### src/rtl/ctmr_pkg.sv
`timescale 1ns/1ps
package ctmr_pkg;
    typedef enum logic [1:0] {
        SRC_PIN  = 2'b00,
        SRC_OSC  = 2'b01,
        SRC_DIV  = 2'b10,
        SRC_OSC2 = 2'b11
    } src_e;
endpackage

### src/rtl/ctmr_preload.sv
`timescale 1ns/1ps
module ctmr_preload #(
    parameter int CNT_W = 16
) (
    input  logic                 clk,
    input  logic                 rst_n,
    input  logic                 wr_hi,
    input  logic                 wr_lo,
    input  logic [CNT_W/2-1:0]   wr_data,
    output logic [CNT_W-1:0]     preload
);
    localparam int BYTE_W = CNT_W / 2;

    typedef struct packed {
        logic [BYTE_W-1:0] hi;
        logic [BYTE_W-1:0] lo;
    } pl_t;

    pl_t r_d, r_q;

    always_comb begin
        r_d = r_q;
        if (wr_hi) r_d.hi = wr_data;
        if (wr_lo) r_d.lo = wr_data;
    end

    always_ff @(posedge clk or negedge rst_n) begin
        if (!rst_n) r_q <= '0;
        else        r_q <= r_d;
    end

    assign preload = {r_q.hi, r_q.lo};

    // a lower-byte write leaves the upper byte alone
    assert_hi_kept_R1: assert property (@(posedge clk) disable iff (!rst_n)
        (wr_lo && !wr_hi) |=> (preload[CNT_W-1:BYTE_W] == $past(preload[CNT_W-1:BYTE_W])));
endmodule

### src/rtl/ctmr_tick_sel.sv
`timescale 1ns/1ps
module ctmr_tick_sel
    import ctmr_pkg::*;
#(
    parameter int DIV = 16
) (
    input  logic clk,
    input  logic rst_n,
    input  src_e src,
    input  logic ext_pin,
    input  logic osc_tick,
    input  logic clr_pre,
    output logic tick
);
    localparam int PRE_W = (DIV > 1) ? $clog2(DIV) : 1;

    typedef struct packed {
        logic             ext_prev;
        logic [PRE_W-1:0] pre;
    } ts_t;

    ts_t s_d, s_q;
    logic div_tick;
    logic pin_tick;

    assign pin_tick = ext_pin & ~s_q.ext_prev;

    generate
        if (DIV > 1) begin : g_pre
            localparam logic [PRE_W-1:0] LAST = PRE_W'(DIV - 1);
            assign div_tick = osc_tick & (s_q.pre == LAST) & ~clr_pre;
            always_comb begin
                s_d          = s_q;
                s_d.ext_prev = ext_pin;
                if (clr_pre)       s_d.pre = '0;
                else if (osc_tick) s_d.pre = (s_q.pre == LAST) ? '0 : s_q.pre + 1'b1;
            end
        end else begin : g_nopre
            assign div_tick = osc_tick & ~clr_pre;
            always_comb begin
                s_d          = s_q;
                s_d.ext_prev = ext_pin;
                s_d.pre      = '0;
            end
        end
    endgenerate

    always_comb begin
        case (src)
            SRC_PIN: tick = pin_tick;
            SRC_DIV: tick = div_tick;
            default: tick = osc_tick;
        endcase
    end

    always_ff @(posedge clk or negedge rst_n) begin
        if (!rst_n) s_q <= '0;
        else        s_q <= s_d;
    end

    // an external pin held high yields a single tick
    assert_pin_single_R7: assert property (@(posedge clk) disable iff (!rst_n)
        (src == SRC_PIN && tick) |=> !(src == SRC_PIN && tick));
    // divided ticks only come with an oscillator pulse
    assert_div_osc_R8: assert property (@(posedge clk) disable iff (!rst_n)
        (src == SRC_DIV && tick) |-> osc_tick);
endmodule

### src/rtl/ctmr_core.sv
`timescale 1ns/1ps
module ctmr_core #(
    parameter int CNT_W = 16
) (
    input  logic             clk,
    input  logic             rst_n,
    input  logic             timer_mode,
    input  logic             tick,
    input  logic             start,
    input  logic             stop,
    input  logic [CNT_W-1:0] preload,
    output logic [CNT_W-1:0] count,
    output logic             wave,
    output logic             ready
);
    localparam logic [CNT_W-1:0] ONE = {{(CNT_W-1){1'b0}}, 1'b1};

    typedef struct packed {
        logic [CNT_W-1:0] cnt;
        logic             wave;
        logic             ready;
        logic             run;
    } st_t;

    st_t  s_d, s_q;
    logic set_rdy;

    always_comb begin
        s_d     = s_q;
        set_rdy = 1'b0;
        if (timer_mode) begin
            if (start) begin
                s_d.cnt  = preload;
                s_d.wave = 1'b0;
            end else if (tick) begin
                if (s_q.cnt == ONE) begin
                    s_d.cnt  = preload;
                    s_d.wave = ~s_q.wave;
                    set_rdy  = ~s_q.wave;
                end else begin
                    s_d.cnt = s_q.cnt - ONE;
                end
            end
        end else begin
            if (stop) begin
                s_d.run = 1'b0;
            end else if (start) begin
                s_d.cnt  = preload;
                s_d.wave = 1'b0;
                s_d.run  = 1'b1;
            end else if (tick && s_q.run) begin
                s_d.cnt = s_q.cnt - ONE;
                if (s_q.cnt == ONE) begin
                    s_d.wave = 1'b1;
                    set_rdy  = 1'b1;
                end
            end
        end
        if (set_rdy)   s_d.ready = 1'b1;
        else if (stop) s_d.ready = 1'b0;
    end

    always_ff @(posedge clk or negedge rst_n) begin
        if (!rst_n) s_q <= '0;
        else        s_q <= s_d;
    end

    assign count = s_q.cnt;
    assign wave  = s_q.wave;
    assign ready = s_q.ready;

    // an accepted start loads the preload
    assert_start_load_R1: assert property (@(posedge clk) disable iff (!rst_n)
        (start && (timer_mode || !stop)) |=> (s_q.cnt == $past(preload)));
    // the timer wave moves only on a tick or a start
    assert_wave_tick_R4: assert property (@(posedge clk) disable iff (!rst_n)
        (timer_mode && !tick && !start) |=> $stable(s_q.wave));
    // ready only rises on a tick
    assert_rdy_on_tick_R5: assert property (@(posedge clk) disable iff (!rst_n)
        $rose(s_q.ready) |-> $past(tick));
    // a stop without a competing set clears ready
    assert_stop_clears_R6: assert property (@(posedge clk) disable iff (!rst_n)
        (stop && !tick) |=> !s_q.ready);
    // a halted one-shot holds its count
    assert_halted_R6: assert property (@(posedge clk) disable iff (!rst_n)
        (!timer_mode && !s_q.run && !start) |=> $stable(s_q.cnt));
endmodule

### src/rtl/ctr_timer16.sv
`timescale 1ns/1ps
module ctr_timer16
    import ctmr_pkg::*;
#(
    parameter int CNT_W = 16,
    parameter int DIV   = 16
) (
    input  logic                 clk,
    input  logic                 rst_n,
    input  logic                 wr_hi,
    input  logic                 wr_lo,
    input  logic [CNT_W/2-1:0]   wr_data,
    input  logic [2:0]           mode_sel,
    input  logic                 ext_pin,
    input  logic                 osc_tick,
    input  logic                 start_cmd,
    input  logic                 stop_cmd,
    input  logic                 pin_sel,
    input  logic                 gpo_val,
    output logic [CNT_W-1:0]     count,
    output logic                 wave,
    output logic                 ready,
    output logic                 pin_out
);
    logic [CNT_W-1:0] preload;
    logic             tick;
    src_e             src;

    assign src = src_e'(mode_sel[1:0]);

    ctmr_preload #(.CNT_W(CNT_W)) u_preload (
        .clk     (clk),
        .rst_n   (rst_n),
        .wr_hi   (wr_hi),
        .wr_lo   (wr_lo),
        .wr_data (wr_data),
        .preload (preload)
    );

    ctmr_tick_sel #(.DIV(DIV)) u_tick (
        .clk      (clk),
        .rst_n    (rst_n),
        .src      (src),
        .ext_pin  (ext_pin),
        .osc_tick (osc_tick),
        .clr_pre  (start_cmd),
        .tick     (tick)
    );

    ctmr_core #(.CNT_W(CNT_W)) u_core (
        .clk        (clk),
        .rst_n      (rst_n),
        .timer_mode (mode_sel[2]),
        .tick       (tick),
        .start      (start_cmd),
        .stop       (stop_cmd),
        .preload    (preload),
        .count      (count),
        .wave       (wave),
        .ready      (ready)
    );

    assign pin_out = pin_sel ? wave : gpo_val;
endmodule

### config.mk
export PLATFORM = sky130hd
export DESIGN_NAME = ctr_timer16
export DESIGN_NICKNAME = d
export VERILOG_FILES = /design/src/rtl/ctmr_pkg.sv /design/src/rtl/ctmr_preload.sv /design/src/rtl/ctmr_tick_sel.sv /design/src/rtl/ctmr_core.sv /design/src/rtl/ctr_timer16.sv
export SDC_FILE = /design/constraint.sdc
export NUM_CORES = 1
export LEC_CHECK = 0
export ABC_AREA = 0
export BUFFER_PORTS_ARGS = -buffer_cell sky130_fd_sc_hd__buf_2
export CORE_UTILIZATION = 60
export DETAILED_ROUTE_END_ITERATION = 12
export PLACE_DENSITY = 0.9
export SETUP_SLACK_MARGIN = 0.1
export SLEW_MARGIN = 40
export SYNTH_ARGS = -nofsm -noshare
export SYNTH_HDL_FRONTEND = slang
export SYNTH_SLANG_ARGS = --single-unit
### constraint.sdc
create_clock -name clk -period 4.5 [get_ports clk]
set_input_delay 0.45 -clock clk [delete_from_list [all_inputs] [get_ports clk]]
set_output_delay 0.45 -clock clk [all_outputs]
set_load 0.005 [all_outputs]
==> run metrics <==
status finished clean; DR DRC count 0; CTS tree done; Root Buffer clkbuf_8; RSZ-0062 raised after global routing no; Placed Cells incl. Taps 285; dominant synthesized flop cell dfrtp_1; Worst-Margin Slew 0.697 ns; die area about 4000 µm²; Max clock buf depth 2; number of setup violations in the final report 0; Syn. warnings 0; post-route insts no fill 293; # rows 21; synth unique cells 43; worst reg2reg setup slack 2.26 ns; Arr. time, crit path 2.40 ns; peak supply drop 299 µV; initial antenna violation count 0; grt ovf 0; critical path peak fanout 17; number of synthesized register bits 40; clock period minus worst slack between 2 and 2.5 ns; Clock Pin Slew Worst Setup and Hold Paths 0.08 ns; Post-CTS Setup Inserts 0; # IOs 40; most used cell, CP o21ai_1; DR WL/cell 15.8 µm; die width 62.8 µm; Detailed Route WL 4640 µm; final setup TNS 0 ns; routed length on met2 ~2200 µm; vias in the first global route 1650; largest net degree at the start of global routing 41; PD cells 395 nW/µm²; CTS buffer count 5; DRT met1 WL 2060 µm; crit path cell chain nor4b_1 -> a41o_1 -> a21oi_1 -> o21ai_1 -> o21ai_1; CTS Hold Buffers Added 0; EDFF count, synth 0; Mapped Area roughly 2200 µm²; Req. time, crit path 4.65 ns; Via-to-Cell Ratio 6.08; area grow syn2layout 8.93%; leak pwr 0.00102 µW; layout cells sized above 1 around 29%; GRT Total Usage 25.7%; Routed Antenna Nets 0; Max Used Layer met4; Core Box Area about 3400 µm²; # fillers 260; Skew-Pair Late Insertion Delay 0.29 ns; Synth area leaders dfrtp_1 45%, mux2_2 8.6%, buf_4 5.8%, a21oi_1 5.0%, nor2_1 4.1%; Cells after Synth 227; vias post-DR roughly 1800; Synth top area share about 45%; buffers added on ports 39; final period utilization 49.9%; Pre-antenna DRT Iters 4; final number of hold-violating endpoints 0; f_max ~450 MHz; post-synthesis net count 251; Slowest-stage cell, CP nor4b_1; Mapped Avg Cell Area 9.76 µm²; area leader, netlist dfrtp_1; initial core utilization between 60% and 70%; type of the worst min-delay path input pin to async pin; Max stage delay on crit path 0.64 ns; H-tree depth 2; startpoint class of the critical path flop; Relative slew margins between 50 and 60%; Crit Path Category flop to flop; Async S/R FF share, synth 100%; DR iter-0 viols 238; met3 wire length between 300 and 400 µm; first-pass GRT wire length 7760 µm; HPWL after detailed placement 3180 µm; Worst setup EP type flop; clock skew 0.00314 ns; height of the die roughly 63 µm; n_diodes 0; GP Congestion between 0.8 and 0.9; nets 270; Clock Sinks 40; max-slew violation count 0; maxcap violations 0; sequential share of the synthesized area 45.2%; post-CTS sizing 0
==> metal layers <==
metal,GRT usage (%),up-vias
met5,0,-
met4,10.5,0
met3,5.84,10
met2,40.4,70
met1,34.5,852
li1,-,850
==> metrics by stage <==
stage / total power, µW / util [%] / cell area, µm² / hold slack (ns) / setup WS, ns
finish: 953 / 70.1 / 2410 / 0.114 / 2.26
global route: 1010 / 70.1 / 2410 / 0.165 / 2.08
CTS: 955 / 69.9 / 2410 / 0.136 / 2.26
detailed placement: 704 / 67.1 / 2310 / 0.453 / 2.20
global placement: 693 / 66.7 / 2300 / 0.490 / 2.28
floorplan: 661 / - / 2210 / 0.154 / 2.64
==> layout make-up <==
type                            count  area, µm²  share of cell area [%]
Clock buffer                        6       82.6                    3.42
Clock inverter                      2       15.0                   0.622
Inverter                            5       18.8                   0.778
Multi-Input combinational cell    155       1040                    43.1
Sequential cell                    40       1000                    41.5
Tap cell                           46       57.6                    2.39
Timing Repair Buffer               39        198                    8.20
==> cells by family after synthesis <==
group	after synthesis	synth area share, %
and+or+nand+nor	67	17.2
AOI/OAI and AO/OA	65	17.4
DFF	40	45.2
buffers and inverters	32	8.59
muxes	19	9.55
adders and majority gates	3	1.70
xor gates and xnor gates	1	0.396
==> critical path, delay by kind of cell, from the launching register on <==
family	cells	cell delay (ns)
AO/OA/AOI/OAI	4	1.00
flip-flops	1	0.46
AND/OR/NAND/NOR	1	0.64
==> cell usage in the layout, fill, tap and decap left out, types with 4 or more instances in the layout <==
| cell | n |
|---|---|
| a2bb2oi_1 | 5 |
| a31oi_1 | 4 |
| o21ai_0 | 10 |
| nand2_1 | 5 |
| inv_1 | 5 |
| a21oi_1 | 22 |
| dfrtp_1 | 40 |
| mux2_2 | 17 |
| nor2_1 | 24 |
| nand3_1 | 7 |
| o21ai_1 | 16 |
| buf_2 | 38 |
| clkbuf_8 | 6 |
| nor3_1 | 7 |
==> cell usage after synthesis (2+ instances only) <==
cell and number:
nor3_1 7, o21ai_1 16, a2bb2oi_1 5, nor2_1 24, a21oi_1 22, nand2b_1 2, dfrtp_1 40, mux2i_1 2
buf_2 5, a31oi_1 4, o21ai_0 10, and2_1 2, inv_1 5, clkbuf_1 5, nand2_1 5, nand4_1 3
nor4b_1 2, and3_1 2, mux2_2 17, ha_1 3, or4_1 2, nand3_1 7, buf_4 17
==> power by group <==
group | internal, µW | total, µW | switching (µW)
sequential | 413 | 496 | 83.2
combinational | 100 | 206 | 106
clock | 124 | 251 | 127
total | 637 | 953 | 316
==> state kept, by name (all words and copies together) (netlist names) <==
register	count
u_core.count	16
u_core.s_q	1
u_preload.preload	16
u_tick.s_q	5
u_core.wave	1
u_core.ready	1
==> final timing paths <==
path,start,endpoint,cells past startpoint
worst max-delay path,u_core.count[12]$_DFFE_PN0P_,u_core.count[6]$_DFFE_PN0P_,5
max in group asynchronous,rst_n,u_core.count[11]$_DFFE_PN0P_,1
worst min-delay path,rst_n,u_core.ready$_DFFE_PN0P_,1
worst max register to register,u_core.count[12]$_DFFE_PN0P_,u_core.count[6]$_DFFE_PN0P_,5
worst min register to register,u_preload.preload[2]$_DFFE_PN0P_,u_preload.preload[2]$_DFFE_PN0P_,1
min in group clk,ext_pin,u_tick.s_q[4]$_DFF_PN0_,1
No activity file was read; power rests on OpenSTA's default activity.
